File: src/rtl/adc_seq_pkg.sv
package adc_seq_pkg;

   typedef enum logic [1:0] {
      PH_IDLE = 2'd0,
      PH_ACQ  = 2'd1,
      PH_CONV = 2'd2,
      PH_READ = 2'd3
   } frame_phase_t;

   function automatic int pick_cycle(input logic wide, input int narrow_c, input int wide_c);
      return wide ? wide_c : narrow_c;
   endfunction

endpackage

File: src/rtl/adc_seq_sync.sv
module adc_seq_sync #(
   parameter int          W       = 4,
   parameter int          STAGES  = 2,
   parameter logic [W-1:0] RST_VAL = '0
) (
   input  logic         clk,
   input  logic         rst_n,
   input  logic [W-1:0] d,
   output logic [W-1:0] q
);
   generate
      if (STAGES < 1) begin : g_bad_stages
         $error("adc_seq_sync: STAGES must be at least 1");
      end
   endgenerate

   logic [W-1:0] chain [STAGES];

   generate
      for (genvar s = 0; s < STAGES; s++) begin : g_stage
         always_ff @(posedge clk or negedge rst_n) begin
            if (!rst_n) begin
               chain[s] <= RST_VAL;
            end else begin
               if (s == 0) chain[s] <= d;
               else        chain[s] <= chain[(s == 0) ? 0 : s-1];
            end
         end
      end
   endgenerate

   assign q = chain[STAGES-1];

endmodule

File: src/rtl/adc_seq_edge.sv
module adc_seq_edge #(
   parameter int CNT_W = 6
) (
   input  logic             clk,
   input  logic             rst_n,
   input  logic             cs_s,
   input  logic             sclk_s,
   output logic             rise_ev,
   output logic             fall_ev,
   output logic             cs_fall,
   output logic             cs_rise,
   output logic [CNT_W-1:0] cyc
);
   localparam logic [CNT_W-1:0] CNT_MAX = {CNT_W{1'b1}};

   logic sclk_p;
   logic cs_p;

   always_ff @(posedge clk or negedge rst_n) begin
      if (!rst_n) begin
         sclk_p <= 1'b0;
         cs_p   <= 1'b1;
      end else begin
         sclk_p <= sclk_s;
         cs_p   <= cs_s;
      end
   end

   assign rise_ev = sclk_s & ~sclk_p & ~cs_s;
   assign fall_ev = ~sclk_s & sclk_p & ~cs_s;
   assign cs_fall = ~cs_s & cs_p;
   assign cs_rise = cs_s & ~cs_p;

   // count of rising edges seen in the current frame (saturating)
   always_ff @(posedge clk or negedge rst_n) begin
      if (!rst_n) begin
         cyc <= '0;
      end else if (cs_s) begin
         cyc <= '0;
      end else if (rise_ev && (cyc != CNT_MAX)) begin
         cyc <= cyc + 1'b1;
      end
   end

endmodule

File: src/rtl/adc_seq_shift.sv
module adc_seq_shift #(
   parameter int CMD_W   = 8,
   parameter int CH_W    = 2,
   parameter int RES_W   = 14,
   parameter int FIELD_W = 16
) (
   input  logic               clk,
   input  logic               rst_n,
   input  logic               cs_fall,
   input  logic               din_s,
   input  logic               cmd_shift,
   input  logic               chan_ld,
   input  logic               cfg_ld,
   input  logic               cap,
   input  logic               out_ld,
   input  logic               out_sh,
   input  logic [RES_W-1:0]   sample_in,
   output logic [CH_W-1:0]    chan_sel,
   output logic [CMD_W-1:0]   cfg_word,
   output logic               cfg_done,
   output logic               dout
);
   localparam int PAD_W = FIELD_W - RES_W;

   logic [CMD_W-1:0]   cmd_q;
   logic [CMD_W-1:0]   cmd_nxt;
   logic [RES_W-1:0]   res_q;
   logic [FIELD_W-1:0] field;
   logic [FIELD_W-1:0] sh_q;

   assign cmd_nxt = {cmd_q[CMD_W-2:0], din_s};

   generate
      if (PAD_W == 0) begin : g_nopad
         assign field = res_q;
      end else begin : g_pad
         assign field = {res_q, {PAD_W{1'b0}}};
      end
   endgenerate

   always_ff @(posedge clk or negedge rst_n) begin
      if (!rst_n) begin
         cmd_q    <= '0;
         chan_sel <= '0;
         cfg_word <= '0;
         cfg_done <= 1'b0;
      end else if (cs_fall) begin
         cmd_q    <= '0;
         cfg_done <= 1'b0;
      end else begin
         if (cmd_shift) cmd_q <= cmd_nxt;
         if (chan_ld)   chan_sel <= cmd_nxt[CH_W-1:0];
         if (cfg_ld) begin
            cfg_word <= cmd_nxt;
            cfg_done <= 1'b1;
         end
      end
   end

   always_ff @(posedge clk or negedge rst_n) begin
      if (!rst_n) begin
         res_q <= '0;
      end else if (cap) begin
         res_q <= sample_in;
      end
   end

   always_ff @(posedge clk or negedge rst_n) begin
      if (!rst_n) begin
         sh_q <= '0;
      end else if (cs_fall) begin
         sh_q <= '0;
      end else if (out_ld) begin
         sh_q <= field;
      end else if (out_sh) begin
         sh_q <= {sh_q[FIELD_W-2:0], 1'b0};
      end
   end

   assign dout = sh_q[FIELD_W-1];

endmodule

File: src/rtl/adc_seq_frame.sv
module adc_seq_frame
   import adc_seq_pkg::*;
#(
   parameter int RES_W    = 14,
   parameter int FIELD_W  = 16,
   parameter int CMD_W    = 8,
   parameter int CH_W     = 2,
   parameter int SYNC_N   = 2,
   parameter int CNT_W    = 6,
   parameter int SAMP_N8  = 6,
   parameter int SAMP_N16 = 14,
   parameter int OUT_N8   = 8,
   parameter int OUT_N16  = 16
) (
   input  logic             clk,
   input  logic             rst_n,
   input  logic             cs_n,
   input  logic             sclk,
   input  logic             din,
   input  logic             wide_mode,
   input  logic [RES_W-1:0] sample_in,
   output logic             dout,
   output logic             dout_oe,
   output logic [CH_W-1:0]  chan_sel,
   output logic             acquiring,
   output logic             converting,
   output logic             shutdown,
   output logic [CMD_W-1:0] cfg_word,
   output logic             cfg_done
);
   localparam int CHAN_N = 1 + CH_W;
   localparam int CFG_N  = CMD_W;

   generate
      if (RES_W > FIELD_W) begin : g_bad_field
         $error("adc_seq_frame: RES_W exceeds FIELD_W");
      end
      if (CMD_W < CHAN_N) begin : g_bad_cmd
         $error("adc_seq_frame: command word too short for channel field");
      end
      if ((SAMP_N8 >= OUT_N8) || (SAMP_N16 >= OUT_N16)) begin : g_bad_order
         $error("adc_seq_frame: sample cycle must precede first output cycle");
      end
      if ((SAMP_N8 <= CHAN_N) || (SAMP_N16 <= CHAN_N)) begin : g_bad_acq
         $error("adc_seq_frame: sample cycle must follow channel cycle");
      end
      if ((OUT_N16 + FIELD_W) >= (1 << CNT_W)) begin : g_bad_cnt
         $error("adc_seq_frame: CNT_W too small for frame length");
      end
   endgenerate

   // ---------------- pin synchronization ----------------
   logic [3:0] pins_raw;
   logic [3:0] pins_s;
   logic       cs_s, sclk_s, din_s, mode_s;

   assign pins_raw = {wide_mode, din, sclk, cs_n};

   adc_seq_sync #(
      .W      (4),
      .STAGES (SYNC_N),
      .RST_VAL(4'b0001)
   ) u_sync (
      .clk  (clk),
      .rst_n(rst_n),
      .d    (pins_raw),
      .q    (pins_s)
   );

   assign cs_s   = pins_s[0];
   assign sclk_s = pins_s[1];
   assign din_s  = pins_s[2];
   assign mode_s = pins_s[3];

   // ---------------- edge detection and cycle count ----------------
   logic             rise_ev, fall_ev, cs_fall, cs_rise;
   logic [CNT_W-1:0] cyc;
   logic [CNT_W-1:0] rise_idx;

   adc_seq_edge #(.CNT_W(CNT_W)) u_edge (
      .clk    (clk),
      .rst_n  (rst_n),
      .cs_s   (cs_s),
      .sclk_s (sclk_s),
      .rise_ev(rise_ev),
      .fall_ev(fall_ev),
      .cs_fall(cs_fall),
      .cs_rise(cs_rise),
      .cyc    (cyc)
   );

   assign rise_idx = cyc + 1'b1;

   // ---------------- mode latch ----------------
   logic mode_q;

   always_ff @(posedge clk or negedge rst_n) begin
      if (!rst_n)       mode_q <= 1'b0;
      else if (cs_fall) mode_q <= mode_s;
   end

   logic [CNT_W-1:0] samp_c;
   logic [CNT_W-1:0] out_c;

   assign samp_c = CNT_W'(pick_cycle(mode_q, SAMP_N8, SAMP_N16));
   assign out_c  = CNT_W'(pick_cycle(mode_q, OUT_N8, OUT_N16));

   // ---------------- event strobes ----------------
   logic cmd_shift, chan_ld, cfg_ld, samp_ev, out_ld, out_sh;

   assign cmd_shift = rise_ev && (rise_idx <= CNT_W'(CMD_W));
   assign chan_ld   = rise_ev && (rise_idx == CNT_W'(CHAN_N));
   assign cfg_ld    = rise_ev && (rise_idx == CNT_W'(CFG_N));
   assign samp_ev   = fall_ev && (cyc == samp_c);
   assign out_ld    = fall_ev && (cyc == out_c);
   assign out_sh    = fall_ev && (cyc >  out_c);

   // ---------------- frame phase ----------------
   frame_phase_t phase_q;

   always_ff @(posedge clk or negedge rst_n) begin
      if (!rst_n) begin
         phase_q <= PH_IDLE;
      end else if (cs_rise || cs_fall) begin
         phase_q <= PH_IDLE;
      end else begin
         case (phase_q)
            PH_IDLE: if (chan_ld) phase_q <= PH_ACQ;
            PH_ACQ:  if (samp_ev) phase_q <= PH_CONV;
            PH_CONV: if (out_ld)  phase_q <= PH_READ;
            default: phase_q <= phase_q;
         endcase
      end
   end

   assign acquiring  = (phase_q == PH_ACQ);
   assign converting = (phase_q == PH_CONV);

   // ---------------- power state and output enable ----------------
   always_ff @(posedge clk or negedge rst_n) begin
      if (!rst_n) begin
         shutdown <= 1'b1;
      end else if (cs_fall) begin
         shutdown <= 1'b0;
      end else if (cs_rise && converting) begin
         shutdown <= 1'b1;
      end
   end

   always_ff @(posedge clk or negedge rst_n) begin
      if (!rst_n) dout_oe <= 1'b0;
      else        dout_oe <= ~cs_s;
   end

   // ---------------- data path ----------------
   adc_seq_shift #(
      .CMD_W  (CMD_W),
      .CH_W   (CH_W),
      .RES_W  (RES_W),
      .FIELD_W(FIELD_W)
   ) u_shift (
      .clk      (clk),
      .rst_n    (rst_n),
      .cs_fall  (cs_fall),
      .din_s    (din_s),
      .cmd_shift(cmd_shift),
      .chan_ld  (chan_ld),
      .cfg_ld   (cfg_ld),
      .cap      (samp_ev),
      .out_ld   (out_ld),
      .out_sh   (out_sh),
      .sample_in(sample_in),
      .chan_sel (chan_sel),
      .cfg_word (cfg_word),
      .cfg_done (cfg_done),
      .dout     (dout)
   );

endmodule

File: config.mk
export PLATFORM = sky130hd
export DESIGN_NAME = adc_seq_frame
export DESIGN_NICKNAME = d
export VERILOG_FILES = /design/src/rtl/adc_seq_pkg.sv /design/src/rtl/adc_seq_sync.sv /design/src/rtl/adc_seq_edge.sv /design/src/rtl/adc_seq_shift.sv /design/src/rtl/adc_seq_frame.sv
export SDC_FILE = /design/constraint.sdc
export NUM_CORES = 1
export LEC_CHECK = 0
export CAP_MARGIN = 20
export CORE_AREA = 2 2 86 88
export CTS_CLUSTER_SIZE = 28
export DETAILED_ROUTE_END_ITERATION = 7
export DIE_AREA = 0 0 88 90
export PLACE_DENSITY = 0.62
export SYNTH_ARGS = -nofsm -noshare
export SYNTH_HDL_FRONTEND = slang
export SYNTH_SLANG_ARGS = --single-unit
File: constraint.sdc
create_clock -name clk -period 2.5 [get_ports clk]
set_input_delay 0.75 -clock clk [delete_from_list [all_inputs] [get_ports clk]]
set_output_delay 0.75 -clock clk [all_outputs]
set_load 0.005 [all_outputs]
==> run_results.csv, run 1 <==
group,metric,value,unit
status,outcome,"finished clean",
cts,clk_pin_slew,70,ps
cts,numCtsBuffers,9,
timing,fmax,437,MHz
floorplan,fp.coreArea,7020,um^2
floorplan,rows,31,
detailed_routing,drtIter0Drc,63,
detailed_routing,wirelength,5480,um
placement,gp_congestion,0.763,
synthesis,synth_compound_area_share,11.4,%
timing,maxSlewViolCount,0,
final_layout,finalNonFillerCells,389,
synthesis,synth-simple-area-share,11.5,%
placement,pre_cts_ws,299,ps
synthesis,synth_top_area_share,51.3,%
worst_setup_path,reg2reg_from,"u_edge.cyc[0]",
power,power_density,601,nW/um^2
timing,tightest_slew,521,ps
synthesis,yosysUniqueCellTypes,47,
timing,grt_setup_unrepaired,"no",
power,irDropWorstVdd,0.351,mV
global_route,grt_pass1_wl,9380,um
cts,clock_latency,330,ps
final_layout,drive_above_1_share,21.7,%
detailed_routing,drc,0,
worst_hold_path,hold_path.class,"input pin to async pin",
floorplan,start_util,43.8,%
synthesis,syn_inst,242,
global_route,gr-total-overflow,0,
cts,cts_htree_levels,3,
placement,dpl_cell_area,3550,um^2
detailed_routing,route.met3.wl,241,um
cts,cts_resized,0,
cts,cts-root-buf,"clkbuf_8",
final_layout,num_antenna_cells,0,
final_layout,area_delta_synth_final,22.3,%
detailed_routing,viasPerCell,5.02,
synthesis,synth_mux_area_share,14.3,%
cts,numClockSinks,67,
global_route,grt_antenna_before_repair,0,
worst_setup_path,critPathMaxFanout,3,
synthesis,yosys-top-cells-count,"dfrtp_1, nand2_1, mux2_2, mux2i_1, o31ai_1",
cts,cts_tree,"built",
synthesis,synth_area_leaders,"dfrtp_1, mux2_2, mux2i_1",
placement,dp_cells,373,
final_layout,design.final.nets,316,
synthesis,ys_ff_latch,67,
timing,post-route-period-util,91.5,%
detailed_routing,wl_met2,2610,um
worst_setup_path,critical_path_class,"flip-flop to primary output",
floorplan,ioPinCount,36,
floorplan,dieArea,7920,um^2
worst_setup_path,reg2regPathDepth,6,
synthesis,syn_nets,273,
timing,fin_tns_setup,0,ps
floorplan,die_x,88,um
timing,finalWorstSetupSlack,212,ps
power,p_leak,1.58,nW
global_route,grt_max_degree,50,
timing,hold_viol_final,0,
final_layout,fin_util,53.5,%
synthesis,synth_top_family_by_area,"multiplexers",
placement,dp_hpwl,3690,um
cts,cts_max_path_buffers,2,
detailed_routing,ant_nets,0,
worst_setup_path,crit_required,1750,ps
global_route,grt_usage,15.2,%
synthesis,synth_fa_ha_area_share,4.48,%
cts,ctsHoldBuffers,0,
synthesis,synth-warning-count,0,
timing,slew_headroom,64.9,%
global_route,grt_pass1_vias,1928,
detailed_routing,drt_first_pass_iters,5,
synthesis,synth_edf_count,0,
synthesis,yosysSeqAreaShare,54.7,%
timing,worst_hold_slack,348,ps
run,cap_viol_max_count,0,
synthesis,synth_most_common_cell,"dfrtp_1",
worst_setup_path,start_kind,"flip-flop",
synthesis,synth_area,3070,um^2
worst_setup_path,r2r_slack,300,ps
detailed_routing,top_layer,"met4",
worst_setup_path,worst_ep_arrival_time,1540,ps
worst_setup_path,endpoint_kind,"primary output",
timing,min_period,2290,ps
timing,setup_viol,0,
synthesis,yosys.area.top_type,"dfrtp_1",
cts,postCtsSetupBuffers,0,
detailed_routing,met1_length,2570,um
timing,skew,7.92,ps
floorplan,fp.dieH,90,um
synthesis,async_reset_ff_share,100,%
worst_setup_path,r2r-end,"u_shift.chan_sel[1]",
final_layout,final_area,3760,um^2
power,p_total,2.26,mW
placement,portBuffers,35,
synthesis,synth_xor_area_share,0,%
detailed_routing,wire_per_inst,14.1,um
synthesis,avgSynthCellArea,12.7,um^2
detailed_routing,vias,1954,
synthesis,synth_ff_type,"dfrtp_1",
layout by cell type (no fill, tap or decap), types with 6 or more instances in the layout:
| cell | Yosys | layout |
|---|---|---|
| dfrtp_1 | 63 | 63 |
| clkdlybuf4s50_1 | 0 | 34 |
| nand2_1 | 25 | 25 |
| mux2_2 | 24 | 24 |
| mux2i_1 | 17 | 17 |
| o31ai_1 | 15 | 15 |
| inv_1 | 12 | 12 |
| ha_1 | 11 | 11 |
| clkbuf_8 | 0 | 11 |
| o21ai_0 | 7 | 7 |
| a22o_1 | 7 | 7 |
| nor2_1 | 6 | 6 |
flip-flops by register name, summed over array words and instances, names as in the netlist:
signal            count
u_shift.sh_q         14
u_sync.q              4
u_sync.chain          4
shutdown              1
u_edge.cyc            6
u_shift.cfg_done      1
u_edge.cs_p           1
dout_oe               1
u_shift.cfg_word      8
u_shift.res_q        14
u_edge.sclk_p         1
phase_q               2
u_shift.cmd_q         7
mode_q                1
u_shift.chan_sel      2
layer usage:
layer | global-route usage, % | vias to the layer above
met4 | 3.46 | 0
met2 | 23.4 | 36
met3 | 5.33 | 5
met1 | 20.6 | 958
li1 | - | 955
met5 | 0 | -
critical path, cell delays in order (launching register included):
cell,delay (ps)
dfrtp_1,410
inv_1,90
ha_1,200
clkdlybuf4s50_1,510
how the worst max path moves through the flow:
stage | from | cells past startpoint | slack, ps | end
2_1_floorplan | u_edge.cyc[3] | 8 | 310 | u_shift.sh_q[10]
4_1_cts | phase_q[0] | 3 | 190 | converting
5_1_grt | u_edge.cyc[0] | 6 | 80 | u_shift.chan_sel[0]
3_3_place_gp | u_edge.cyc[0] | 6 | 340 | u_shift.chan_sel[0]
3_5_place_dp | u_edge.cyc[0] | 6 | 300 | u_shift.chan_sel[1]
6_report | phase_q[0] | 3 | 210 | converting
kinds of logic after synthesis:
group / count (synthesis)
DFF: 67
and+or+nand+nor: 57
AOI/OAI and AO/OA: 44
muxes: 41
buffers and inverters: 22
adders and majority gates: 11
layout make-up:
cell class	instances	area, um^2
timing repair buffer	42	423
fill	624	3260
clock buffer	13	159
sequential	67	1680
tap	99	124
inverter	12	45.0
clock inverter	3	46.3
multi-input combinational	153	1280
power breakdown:
group          internal [mW]  leakage, nW  switching, mW  total (mW)
registers               1.13        0.866         0.0304        1.16
clock network          0.518       0.0998          0.397       0.915
logic                 0.0926        0.619         0.0899       0.182
total                   1.74         1.58          0.517        2.26
No activity file was read; power rests on OpenSTA's default activity.
==> inputs of run 2 (changes only) <==
==> constraint.sdc (replaced) <==
create_clock -name clk -period 2.24 [get_ports clk]
set_input_delay 0.672 -clock clk [delete_from_list [all_inputs] [get_ports clk]]
set_output_delay 0.672 -clock clk [all_outputs]
set_load 0.005 [all_outputs]
==> run_results.csv, run 2 (same netlist as run 1, synthesis figures left out) <==
group,metric,value,unit
status,outcome,"finished clean",
worst_setup_path,r2r-end,"u_shift.cmd_q[1]",
power,p_switching,0.553,mW
final_layout,mostFrequentLayoutCell,"dfrtp_1",
placement,dpl_cell_area,3550,um^2
worst_setup_path,crit_end,"converting",
power,switching_share,22.2,%
detailed_routing,wire_per_inst,14.3,um
worst_setup_path,start_kind,"flip-flop",
timing,tightest_slew,572,ps
run,cap_viol_max_count,0,
detailed_routing,wirelength,5560,um
floorplan,dieArea,7920,um^2
final_layout,num_antenna_cells,0,
cts,cts_max_path_buffers,2,
power,power_density,661,nW/um^2
cts,ctsHoldBuffers,0,
detailed_routing,ant_nets,0,
power,seqPwrFrac,52.2,%
cts,postCtsSetupBuffers,0,
final_layout,final_cell_mix,"dfrtp_1, clkdlybuf4s50_1, nand2_1, mux2_2, mux2i_1",
timing,skew,8.79,ps
floorplan,start_util,43.8,%
global_route,grt_pass1_wl,9520,um
placement,portBuffers,35,
worst_setup_path,slowest_delay,500,ps
worst_hold_path,hold_path.class,"input pin to async pin",
timing,slew_headroom,61.9,%
global_route,grt_max_degree,68,
cts,clk_pin_slew,70,ps
floorplan,ioPinCount,36,
cts,clock_latency,330,ps
cts,cts_tree,"built",
worst_setup_path,r2r_slack,160,ps
detailed_routing,viasPerCell,5.14,
floorplan,die_x,88,um
final_layout,design.final.nets,316,
power,irDropWorstVdd,0.535,mV
global_route,grt_pass1_vias,2029,
worst_setup_path,crit_path_cell_trace,"inv_1, ha_2, clkdlybuf4s50_1",
cts,cts_resized,0,
final_layout,final_area,3760,um^2
power,pwr-share-clk,39.7,%
cts,cts_htree_levels,3,
timing,maxSlewViolCount,0,
timing,post-route-period-util,97.1,%
worst_setup_path,worst_ep_arrival_time,1500,ps
global_route,gr-total-overflow,0,
floorplan,fp.dieH,90,um
timing,setup_viol,0,
timing,min_period,2170,ps
placement,gp_congestion,0.783,
power,p_leak,1.58,nW
final_layout,seq_area,1680,um^2
final_layout,reg.largest.list,"u_shift.res_q (14), u_shift.sh_q (14), u_shift.cfg_word (8)",
placement,dp_hpwl,3750,um
power,combPwrFrac,8.1,%
worst_setup_path,crit_required,1570,ps
detailed_routing,drc,0,
cts,cts-root-buf,"clkbuf_8",
worst_setup_path,critical_path_class,"flip-flop to primary output",
cts,numCtsBuffers,9,
power,power.internal,1.93,mW
floorplan,fp.coreArea,7020,um^2
cts,numClockSinks,67,
final_layout,multi_input_area,1290,um^2
detailed_routing,drt_first_pass_iters,4,
timing,grt_setup_unrepaired,"yes",
detailed_routing,vias,1994,
timing,finalWorstSetupSlack,65.9,ps
timing,hold_viol_final,0,
final_layout,area_delta_synth_final,22.3,%
timing,fmax,460,MHz
detailed_routing,drtIter0Drc,128,
global_route,grt_antenna_before_repair,0,
worst_setup_path,slowest_stage,"clkdlybuf4s50_1",
worst_setup_path,reg2reg_from,"u_edge.cyc[0]",
worst_setup_path,reg2regPathDepth,6,
worst_setup_path,endpoint_kind,"primary output",
placement,pre_cts_ws,53.0,ps
global_route,grt_usage,15.4,%
worst_setup_path,critPathMaxFanout,3,
final_layout,final.fill_count,622,
worst_setup_path,critPathLaunch,"phase_q[0]",
final_layout,drive_above_1_share,23.5,%
floorplan,rows,31,
[run 2: final cells by class]
type | count | area share [%]
Clock buffer | 13 | 4.23
Clock inverter | 2 | 0.932
Multi-Input combinational cell | 153 | 34.3
Tap cell | 99 | 3.30
Timing Repair Buffer | 42 | 11.3
Inverter | 12 | 1.20
Sequential cell | 67 | 44.8
[run 2: critical path: cells and delay by family (launching register included)]
kind,cells,cell delay [ps]
buffers and inverters,2,590
adders and majority gates,1,190
DFF,1,400
[run 2: power groups by stage]
stage	combinational (mW)	sequential, mW	clock (mW)
4_1_cts	0.207	1.30	1.02
2_1_floorplan	0.112	1.31	0
3_5_place_dp	0.205	1.32	0
6_report	0.202	1.30	0.986
3_3_place_gp	0.202	1.32	0
5_1_grt	0.228	1.30	1.08
[run 2: layer usage]
layer | share of wire (%) | vias to the layer above | global-route usage [%]
li1 | - | 956 | -
met1 | 46 | 992 | 20.2
met2 | 49 | 40 | 23.4
met3 | 4.0 | 6 | 4.50
met4 | 1.2 | 0 | 6.92
met5 | 0 | - | 0
[run 2: metrics by stage]
stage	power (mW)	instances	hold slack (ps)	utilization, %	setup TNS [ps]
floorplan	1.42	242	331	-	0
finish	2.49	388	323	53.5	0
global route	2.61	388	360	53.5	-27.8
global placement	1.52	373	333	50.6	0
CTS	2.53	388	341	53.4	0
detailed placement	1.53	373	338	50.6	0
[run 2: worst min-delay path by stage]
stage | start | end | slack, ps | cells past startpoint
after floorplan | u_sync.chain[5] | u_sync.q[1] | 330 | 0
after global placement | u_sync.chain[5] | u_sync.q[1] | 330 | 0
after detailed placement | u_sync.chain[5] | u_sync.q[1] | 340 | 0
after CTS | rst_n | u_shift.res_q[4] | 340 | 2
after global routing | rst_n | u_shift.res_q[4] | 360 | 2
final | rst_n | u_shift.res_q[4] | 320 | 2
==> inputs of run 3 (changes only) <==
--- a/config.mk
+++ b/config.mk
@@ -10,7 +10,8 @@
 export CTS_CLUSTER_SIZE = 28
 export DETAILED_ROUTE_END_ITERATION = 7
 export DIE_AREA = 0 0 88 90
-export PLACE_DENSITY = 0.62
+export DONT_BUFFER_PORTS = 1
+export PLACE_DENSITY = 0.56
 export SYNTH_ARGS = -nofsm -noshare
 export SYNTH_HDL_FRONTEND = slang
 export SYNTH_SLANG_ARGS = --single-unit
==> run_results.csv, run 3 (same netlist as run 1, synthesis figures left out) <==
group,metric,value,unit
global_route,grt_max_degree,63,
floorplan,fp.coreArea,7020,um^2
floorplan,start_util,43.8,%
timing,fmax,486,MHz
worst_setup_path,slowest_stage,"dfrtp_1",
timing,hold_viol_final,0,
cts,cts_max_path_buffers,2,
timing,fin_tns_setup,0,ps
cts,cts_tree,"built",
worst_setup_path,crit_path_cell_trace,"and3_4, and4_2, or3_1, nor3_2, mux2_2",
detailed_routing,vias,1854,
placement,dp_cells,339,
placement,dpl_cell_area,3200,um^2
final_layout,finalNonFillerCells,358,
cts,cts_htree_levels,3,
cts,clk_pin_slew,80,ps
cts,cts-root-buf,"clkbuf_8",
cts,numClockSinks,67,
timing,maxSlewViolCount,0,
floorplan,fp.dieH,90,um
detailed_routing,ant_nets,0,
detailed_routing,wirelength,5760,um
placement,dp_hpwl,3650,um
worst_setup_path,crit_required,2470,ps
timing,min_period,2060,ps
cts,postCtsSetupBuffers,0,
global_route,grt_usage,15.4,%
placement,portBuffers,0,
floorplan,die_x,88,um
cts,numCtsBuffers,9,
final_layout,mostFrequentLayoutCell,"dfrtp_1",
floorplan,ioPinCount,36,
timing,post-route-period-util,91.9,%
final_layout,seq_area,1680,um^2
detailed_routing,drc,0,
final_layout,final_area,3460,um^2
cts,clock_latency,340,ps
power,irDropWorstVdd,0.397,mV
floorplan,dieArea,7920,um^2
power,p_leak,1.48,nW
timing,slew_headroom,73.8,%
worst_setup_path,critPathMaxFanout,12,
power,p_total,2.49,mW
global_route,grt_pass1_wl,9280,um
final_layout,design.final.nets,285,
worst_hold_path,hold_path.class,"input pin to async pin",
status,outcome,"finished clean",
detailed_routing,viasPerCell,5.18,
global_route,gr-total-overflow,0,
worst_setup_path,critical_path_class,"flip-flop to flip-flop",
run,cap_viol_max_count,0,
worst_setup_path,endpoint_kind,"flip-flop",
placement,gp_congestion,0.770,
final_layout,num_antenna_cells,0,
floorplan,rows,31,
worst_setup_path,slowest_delay,510,ps
timing,skew,10.3,ps
timing,setup_viol,0,
final_layout,final_cell_mix,"dfrtp_1, nand2_1, mux2_2, mux2i_1, o31ai_1",
final_layout,multi_input_area,1290,um^2
worst_setup_path,worst_ep_arrival_time,2290,ps
final_layout,final.fill_count,630,
global_route,grt_pass1_vias,1840,
detailed_routing,drtIter0Drc,58,
worst_setup_path,start_kind,"flip-flop",
power,power_density,718,nW/um^2
final_layout,fin_util,49.3,%
final_layout,area_delta_synth_final,12.6,%
detailed_routing,drt_first_pass_iters,6,
global_route,grt_antenna_before_repair,0,
final_layout,reg.largest.list,"u_shift.res_q (14), u_shift.sh_q (14), u_shift.cfg_word (8)",
detailed_routing,wire_per_inst,16.1,um
timing,grt_setup_unrepaired,"no",
final_layout,drive_above_1_share,27.0,%
timing,tightest_slew,390,ps
[run 3: cell count changes in the layout (fill, tap and decap cells not counted), moves of 2 or more]
| cell | previous run | this run |
|---|---|---|
| ha_2 | 3 | 1 |
| clkbuf_1 | 2 | 0 |
| buf_4 | 5 | 7 |
| clkinv_4 | 0 | 3 |
| clkdlybuf4s50_1 | 34 | 0 |
| ha_1 | 8 | 10 |
| clkbuf_8 | 11 | 9 |
| dlygate4sd3_1 | 0 | 2 |
[run 3: worst paths after layout]
kind | startpoint | end | slack, ps | cells after the start
worst min-delay path | rst_n | shutdown | 160 | 0
min in group clk | cs_n | u_sync.chain[4] | 320 | 0
worst min register to register | u_sync.chain[6] | u_sync.q[2] | 350 | 0
worst max register to register | u_edge.cyc[2] | u_shift.chan_sel[1] | 180 | 5
worst max-delay path | u_edge.cyc[2] | u_shift.chan_sel[1] | 180 | 5
max in group asynchronous | rst_n | u_shift.cfg_word[0] | 1300 | 1
[run 3: layout make-up]
type	instances	share of cell area, %
Clock buffer	9	3.58
Clock inverter	7	2.24
Inverter	12	1.30
Multi-Input combinational cell	153	37.2
Sequential cell	67	48.7
Tap cell	99	3.58
Timing Repair Buffer	11	3.47
[run 3: timing repair]
item                                    in CTS  in global routing
hold buffers                                 1                  2
hold endpoints to repair                     6                 56
endpoints found under the setup margin       0                 16
gates resized for setup                      0                  4
[run 3: where the power goes]
| group | internal [mW] | total, mW | switching (mW) | leakage, nW |
|---|---|---|---|---|
| Sequential | 1.26 | 1.30 | 0.0348 | 0.863 |
| Combinational | 0.0720 | 0.165 | 0.0935 | 0.509 |
| Clock | 0.523 | 1.02 | 0.500 | 0.105 |
| Total | 1.86 | 2.49 | 0.628 | 1.48 |
[run 3: layer usage]
layer	GRT usage (%)	wire, um	part of all wire [%]
met1	20.9	2820	49
met2	22.1	2590	45
met3	5.23	218	3.8
met4	7.05	130	2.3
met5	0	0	0
[run 3: critical path: cells and delay by family, from the launching register on]
kind | cells | cell delay [ps]
simple gates | 4 | 1080
flops | 1 | 510
mux | 1 | 360
[run 3: through the flow]
| step | setup slack (ps) | hold slack, ps |
|---|---|---|
| 3_3_place_gp | 131 | 332 |
| 5_1_grt | 52.4 | 133 |
| 6_report | 182 | 160 |
| 3_5_place_dp | 77.3 | 337 |
| 4_1_cts | 61.8 | 0.983 |
| 2_1_floorplan | 47.7 | 331 |
